$ cat config.mk
export PLATFORM = sky130hd
export DESIGN_NAME = byte_alu
export DESIGN_NICKNAME = d
export VERILOG_FILES = /design/src/rtl/byte_alu.sv
export SDC_FILE = /design/constraint.sdc
export NUM_CORES = 1
export LEC_CHECK = 0
export ABC_AREA = 1
export BUFFER_PORTS_ARGS = -buffer_cell sky130_fd_sc_hd__buf_4
export CORE_MARGIN = 10
export CORE_UTILIZATION = 40
export CTS_BUF_LIST = sky130_fd_sc_hd__clkbuf_2
export CTS_CLUSTER_SIZE = 25
export DETAILED_ROUTE_END_ITERATION = 12
export GPL_TIMING_DRIVEN = 1
export PLACE_DENSITY_LB_ADDON = 0.25
export SYNTH_ARGS = -nofsm -noshare
export SYNTH_HDL_FRONTEND = slang
export SYNTH_SLANG_ARGS = --single-unit
$ cat constraint.sdc
create_clock -name clk -period 25 [get_ports clk]
set_input_delay 2.5 -clock clk [delete_from_list [all_inputs] [get_ports clk]]
set_output_delay 2.5 -clock clk [all_outputs]
set_load 0.005 [all_outputs]
$ cat src/rtl/byte_alu.sv
module byte_alu (
  input  logic       clk,
  input  logic       rst_n,
  input  logic       in_valid,
  input  logic [4:0] op_sel,
  input  logic [7:0] acc_in,
  input  logic [7:0] opnd_in,
  input  logic       cy_in,
  input  logic       ac_in,
  input  logic       ov_in,
  output logic       out_valid,
  output logic [7:0] acc_out,
  output logic [7:0] b_out,
  output logic       cy_out,
  output logic       ac_out,
  output logic       ov_out,
  output logic       par_out,
  output logic       zero_out,
  output logic       ne_out
);
  localparam logic [4:0] OP_ADD = 5'd0,  OP_ADDC = 5'd1,  OP_SUBB = 5'd2,
                         OP_INC = 5'd3,  OP_DEC  = 5'd4,  OP_AND  = 5'd5,
                         OP_OR  = 5'd6,  OP_XOR  = 5'd7,  OP_CPL  = 5'd8,
                         OP_CLR = 5'd9,  OP_RL   = 5'd10, OP_RLC  = 5'd11,
                         OP_RR  = 5'd12, OP_RRC  = 5'd13, OP_SWAP = 5'd14,
                         OP_DA  = 5'd15, OP_MUL  = 5'd16, OP_DIV  = 5'd17,
                         OP_CMP = 5'd18;

  logic       add_cin;
  logic [8:0] sum9, dif9, da1, da2;
  logic [4:0] sum_lo, dif_lo;
  logic [15:0] prod;
  logic [7:0] quot, rem;
  logic       div_zero, da_c1;

  assign add_cin  = (op_sel == OP_ADDC) ? cy_in : 1'b0;
  assign sum9     = {1'b0, acc_in} + {1'b0, opnd_in} + {8'd0, add_cin};
  assign sum_lo   = {1'b0, acc_in[3:0]} + {1'b0, opnd_in[3:0]} + {4'd0, add_cin};
  assign dif9     = {1'b0, acc_in} - {1'b0, opnd_in} - {8'd0, cy_in};
  assign dif_lo   = {1'b0, acc_in[3:0]} - {1'b0, opnd_in[3:0]} - {4'd0, cy_in};
  assign prod     = {8'd0, acc_in} * {8'd0, opnd_in};
  assign div_zero = (opnd_in == 8'd0);
  assign quot     = div_zero ? acc_in  : acc_in / opnd_in;
  assign rem      = div_zero ? opnd_in : acc_in % opnd_in;
  assign da1      = {1'b0, acc_in} + (((acc_in[3:0] > 4'd9) || ac_in) ? 9'h006 : 9'h000);
  assign da_c1    = cy_in | da1[8];
  assign da2      = {1'b0, da1[7:0]} + (((da1[7:4] > 4'd9) || da_c1) ? 9'h060 : 9'h000);

  logic [7:0] r_a, r_b;
  logic       r_cy, r_ac, r_ov, r_ne;

  always_comb begin
    r_a  = acc_in;
    r_b  = opnd_in;
    r_cy = cy_in;
    r_ac = ac_in;
    r_ov = ov_in;
    r_ne = 1'b0;
    case (op_sel)
      OP_ADD, OP_ADDC: begin
        r_a  = sum9[7:0];
        r_cy = sum9[8];
        r_ac = sum_lo[4];
        r_ov = (acc_in[7] == opnd_in[7]) && (sum9[7] != acc_in[7]);
      end
      OP_SUBB: begin
        r_a  = dif9[7:0];
        r_cy = dif9[8];
        r_ac = dif_lo[4];
        r_ov = (acc_in[7] != opnd_in[7]) && (dif9[7] != acc_in[7]);
      end
      OP_INC:  r_a = acc_in + 8'd1;
      OP_DEC:  r_a = acc_in - 8'd1;
      OP_AND:  r_a = acc_in & opnd_in;
      OP_OR:   r_a = acc_in | opnd_in;
      OP_XOR:  r_a = acc_in ^ opnd_in;
      OP_CPL:  r_a = ~acc_in;
      OP_CLR:  r_a = 8'd0;
      OP_RL:   r_a = {acc_in[6:0], acc_in[7]};
      OP_RR:   r_a = {acc_in[0], acc_in[7:1]};
      OP_RLC: begin
        r_a  = {acc_in[6:0], cy_in};
        r_cy = acc_in[7];
      end
      OP_RRC: begin
        r_a  = {cy_in, acc_in[7:1]};
        r_cy = acc_in[0];
      end
      OP_SWAP: r_a = {acc_in[3:0], acc_in[7:4]};
      OP_DA: begin
        r_a  = da2[7:0];
        r_cy = da_c1 | da2[8];
      end
      OP_MUL: begin
        r_a  = prod[7:0];
        r_b  = prod[15:8];
        r_cy = 1'b0;
        r_ov = (prod[15:8] != 8'd0);
      end
      OP_DIV: begin
        r_a  = quot;
        r_b  = rem;
        r_cy = 1'b0;
        r_ov = div_zero;
      end
      OP_CMP: begin
        r_cy = (acc_in < opnd_in);
        r_ne = (acc_in != opnd_in);
      end
      default: ;
    endcase
  end

  always_ff @(posedge clk) begin
    if (!rst_n) begin
      out_valid <= 1'b0;
      acc_out   <= 8'd0;
      b_out     <= 8'd0;
      cy_out    <= 1'b0;
      ac_out    <= 1'b0;
      ov_out    <= 1'b0;
      par_out   <= 1'b0;
      zero_out  <= 1'b0;
      ne_out    <= 1'b0;
    end else begin
      out_valid <= in_valid;
      if (in_valid) begin
        acc_out  <= r_a;
        b_out    <= r_b;
        cy_out   <= r_cy;
        ac_out   <= r_ac;
        ov_out   <= r_ov;
        par_out  <= ^r_a;
        zero_out <= (r_a == 8'd0);
        ne_out   <= r_ne;
      end
    end
  end
endmodule

### Word level (Yosys, flattened, before mapping)

Index checks and enable logic that the tools add are counted.

| cells by class | value |
|---|---|
| div/mod/pow operators | 2 |
| bitwise operators | 6 |
| shifts and indexed selects | 0 |
| add/sub/neg operators | 12 |
| reductions and logical operators | 11 |
| equality and inequality tests | 23 |
| multiplexer cells | 11 |
| multipliers | 1 |
| order comparisons | 3 |

Operators by type and width:

| cell | count |
|---|---|
| $pmux W8 S17 | 1 |
| $eq A5 B4 Y1 const B | 8 |
| $eq A5 B3 Y1 const B | 4 |
| $logic_not A8 Y1 | 2 |
| $mul A8 B8 Y16 | 1 |
| $mux W8 | 2 |
| $pmux W8 S2 | 1 |
| $eq A5 B5 Y1 const B | 3 |
| $eq A5 B2 Y1 const B | 2 |
| $add A8 B3 Y9 | 1 |
| $add A8 B7 Y9 | 1 |
| $add A8 B8 Y9 | 1 |
| $add A9 B1 Y9 | 1 |
| $sub A8 B8 Y9 | 1 |
| $sub A9 B1 Y9 | 1 |
| $add A8 B1 Y8 const B | 1 |
| $and A8 B8 Y8 | 1 |
| $div A8 B8 Y8 | 1 |
| $gt A4 B4 Y1 const B | 2 |
| $lt A8 B8 Y1 | 1 |
| $mod A8 B8 Y8 | 1 |
| $ne A8 B8 Y1 | 1 |
| $not A8 Y8 | 1 |
| $or A8 B8 Y8 | 1 |
| other kinds (22) | 29 |

| word-level totals | value |
|---|---|
| memory bits (read-only) | 0 |
| register bits after elaboration | 23 |
| bits of input ports | 27 |
| bits in latches | 0 |
| RAM bits | 0 |
| memories | 0 |

### Logic depth before layout (Yosys ltp)

| logic depth | value |
|---|---|
| word-level depth | 10 |
| gate-level depth with buffers | 72 |

### Worst setup path after synthesis

Ideal clock, no wire load.

| timing path | value |
|---|---|
| path type | in2reg |
| start point | input port opnd_in[0] |
| end point | register par_out |
| required time | 24.883 ns |
| setup slack | 13.568 ns |
| arrival time | 11.314 ns |
| setup time | 0.117 ns |
| cell stages on the path | 64 |
| cells stage by stage | inv_1 ha_1 o21ai_0 o21ai_1 and2_1 ha_1 nand2_1 nand3b_1 nand3b_1 nand2_1 ha_1 nand2_1 nand3b_1 nand2_1 nand2_1 nand2_1 inv_1 o21ai_0 [28 not listed] nor3_2 nand4_1 nand3_2 inv_2 or2_2 o21a_1 fa_1 o21ai_0 nand2_1 nand3_1 nand2_1 nand3_1 a21oi_2 ha_1 xnor2_1 nor2_1 o221ai_1 inv_1 |

| between the ends | value |
|---|---|
| word-level cells in the longest chain between the ends | 4 |
| elaborated cells on any way between the ends | 13 |
| classes of those cells | add/sub: 4; mul: 1; div: 1; mux: 2; bitwise: 3; reduce/logical: 2 |

RTL lines:

| what | RTL line | RTL |
|---|---|---|
| start, declared | 7 | `input logic [7:0] opnd_in,` |
| $div A8 B8 Y8, or another cell as far along | 43 | `assign quot = div_zero ? acc_in : acc_in / opnd_in;` |
| $mux W8, or another cell as far along | 43 |  |
| $pmux W8 S17 (*) | 59 | `case (op_sel)` |
| $reduce_xor A8 Y1 (*) | 133 | `par_out <= ^r_a;` |
| end signal, assigned | 133 |  |
| end, declared | 17 | `output logic par_out,` |

Every way passes the cells marked *; elsewhere a longest branch is shown, timed or not.
A chain may end at the register's enable or synchronous reset.

### Final worst setup path

Ends and elaborated chain as after synthesis.

==> metrics <==
cell area after synthesis=0.00786 mm2; depth of the worst hold-timing path=2; area of the core region=0.0194 mm2; transition time at the pin with the least slew margin=0.777 ns; most instantiated flip-flop cell in the synthesis netlist=sky130_fd_sc_hd__dfxtp_1; most common cell after layout, fill and taps aside=sky130_fd_sc_hd__nand2_1; post-synthesis sequential element count=23; placed cell areas=0.00841 mm2; simple-gate share of the synthesized area=29.2%; leakage dissipation=0.00458 uW; synthesized-area fraction occupied by adder cells=31.4%; Crit path largest cell delay=0.43 ns; H-tree depth=1; CP max-delay cell=sky130_fd_sc_hd__fa_1; Inserted Diodes=0; type of element capturing the critical path=flip-flop; Initial DRC Count=672; DR pass1 iterations=7; Total Wirelength=about 26000 um; Synthesis Warnings=0; number of cell instances on the worst register-to-register path=2; final worst-path cycle share=50.5%; Post CTS Setup Buffer Count=0; number of failing setup endpoints in the final timing report=0; Inserted Clock Buffers=3; critical path fanouts, max=14; cell type with the highest occurrence count on the critical path=sky130_fd_sc_hd__nand2_1; maximum count of clock buffers along a single path=2; Hold Path Class=reg -> reg; total gr overflow=0; overall power after layout=358 uW; Clock Skews=0 ns; via count of the first global-routing pass=7926; Compound-Gate Fraction of Synth Area=17.1%; Crit Path Class=in -> reg; Post-Route Setup TNS=0 ns; Synth-to-Final Area Change=7.21%; PD cells=42.5 mW/mm2; post-synth top area cell=sky130_fd_sc_hd__ha_1; cell-internal power=around 150 uW; count of nets after finishing=about 1400; Sw Pwr=205 uW; peak clock frequency supported by timing=0.0792 GHz; data required time of the critical path=25.26 ns; share of flip-flops with an asynchronous set or reset=0%; antenna violations before repair=0; post-synthesis average cell area=6.46 um2; dominant cells by area after synthesis=sky130_fd_sc_hd__ha_1 20%, sky130_fd_sc_hd__nand2_1 13%, sky130_fd_sc_hd__fa_1 11%; detail-routed net length per standard cell=17.5 um; final design area excluding fillers=~0.0084 mm2; clock network power share=4.3%; proportion of power drawn by flip-flops and latches=11.7%; combinational family with the most area after synthesis=adder cells; leading cell types in the layout, fill and taps excluded=277 x sky130_fd_sc_hd__nand2_1, 210 x sky130_fd_sc_hd__inv_1, 127 x sky130_fd_sc_hd__ha_1, 81 x sky130_fd_sc_hd__nor2_1, 75 x sky130_fd_sc_hd__a21oi_1; net count after synthesis=about 1400; xor and xnor area share after synthesis=3.57%; Root Buffer=sky130_fd_sc_hd__clkbuf_2; layout cells sized above 1=10.2%; number of vias per cell after detailed routing=5.41; Die Y=between 150 and 200 um; cell count after synthesis=1216; Fin. Hold Viols=0; arrival time reported for the critical path endpoint=12.88 ns; std cell rows=51; launching element type of the critical path=input pin; area of the die=0.0257 mm2; clock transition at the registers of the reported paths=0.21 ns; number of buffers inserted by hold repair at cts=0; Max rail drop VDD=about 22 uV; TritonCTS clock tree=done; total track usage=19.8%; distinct cell type count after synthesis=56; clock sink count=23; initial core utilization=40.5%; multiplexer share of the synthesized area=0%; Logic pwr share=between 80% and 90%; result of the run=completed; number of gates resized after cts=0; worst slew slack as a fraction of its limit=48.1%; # DRC=0; net switching fraction of the power=57.1%; setup repair after global routing missed its margin=false; MaxCap Viol Count=0; number of max-slew violations in the final report=0; fraction of synthesized cell area taken by the top area cell type=20.2%; register area share after synthesis=5.86%; largest net degree at the start of global routing=40; Detail Route Antenna Nets=0; overall die width=160 um; Tmin final=approximately 13 ns; routed via count=8148; count of flip-flops with a built-in enable after synthesis=0; count of boundary I/O pins=50; first-pass GRT wire length=41900 um; Port Buf Inserts=49; clock network latency to the later pin of the worst-skew pair=0.33 ns; HPWL reported at the end of detailed placement=21200 um; final weighted congestion in routability-driven placement=1.04
==> worst max-delay path: cells and delay by family <==
family	cells	cell delay, ns
and+or+nand+nor	27	3.40
adders and majority gates	9	2.98
AOI/OAI and AO/OA	16	2.47
buffers and inverters	11	1.31
xor gates and xnor gates	1	0.21
==> state kept, by name, summed over array words and instances, names as in the netlist <==
| register | flops |
|---|---|
| out_valid | 1 |
| acc_out | 8 |
| ov_out | 1 |
| zero_out | 1 |
| ne_out | 1 |
| cy_out | 1 |
| ac_out | 1 |
| b_out | 8 |
| par_out | 1 |
==> cell type report <==
class | instances | area, um2
clock buffer | 4 | 20.0
fill | 2138 | 11000
inverter | 228 | 856
multi-input combinational | 936 | 6390
sequential | 23 | 460
tap | 265 | 332
timing repair buffer | 49 | 368
==> cells by family (layout without fill, tap and decap cells) <==
kind of cell,Yosys count,in the layout
adder cells (fa/ha/maj),171,171
AND/OR/NAND/NOR,512,512
flip-flops,23,23
AO/OA/AOI/OAI,221,221
buffers and inverters,257,281
XOR/XNOR,32,32
==> synthesized netlist by cell type, types with 8 or more instances <==
master / instances
sky130_fd_sc_hd__a21oi_1: 75
sky130_fd_sc_hd__buf_2: 8
sky130_fd_sc_hd__clkbuf_1: 16
sky130_fd_sc_hd__dfxtp_1: 23
sky130_fd_sc_hd__fa_1: 44
sky130_fd_sc_hd__ha_1: 127
sky130_fd_sc_hd__inv_1: 210
sky130_fd_sc_hd__inv_2: 16
sky130_fd_sc_hd__nand2_1: 277
sky130_fd_sc_hd__nand3_1: 62
sky130_fd_sc_hd__nand4_1: 18
sky130_fd_sc_hd__nor2_1: 81
sky130_fd_sc_hd__nor3_1: 17
sky130_fd_sc_hd__o211ai_1: 11
sky130_fd_sc_hd__o21ai_0: 61
sky130_fd_sc_hd__o221ai_1: 8
sky130_fd_sc_hd__o22ai_1: 17
sky130_fd_sc_hd__or2_2: 11
sky130_fd_sc_hd__xnor2_1: 9
sky130_fd_sc_hd__xor2_1: 23
==> through the flow <==
step	setup WS [ns]	util, %	instances	hold WS, ns
6_report	12.37	43.4	1505	0.491
5_1_grt	11.40	43.4	1505	0.527
4_1_cts	12.52	43.4	1505	0.492
3_5_place_dp	12.17	43.3	1501	0.467
3_3_place_gp	12.58	43.3	1501	0.463
2_1_floorplan	13.57	-	1216	0.461
==> final timing paths <==
path	start	end	slack (ns)
max	opnd_in[0]	par_out	12.37
max reg2reg	b_out[0]	b_out[0]	24.27
min reg2reg	ov_out	ov_out	0.49
min	ov_out	ov_out	0.49
==> power by group through the flow <==
stage               logic (uW)  registers, uW  clock network [uW]
finish                     301           41.8                15.4
global route               342           42.2                17.5
CTS                        300           41.8                15.5
detailed placement         297           42.5                   0
global placement           296           42.6                   0
floorplan                  219           42.5                   0
==> routing by layer <==
| metal | vias to the layer above | share of wire [%] | global-route usage, % |
|---|---|---|---|
| li1 | 4008 | - | - |
| met1 | 3808 | 42 | 24.6 |
| met2 | 282 | 49 | 35.3 |
| met3 | 50 | 5.9 | 1.77 |
| met4 | 0 | 3.1 | 6.51 |
| met5 | - | 0 | 0 |
No activity file was read; power rests on OpenSTA's default activity.
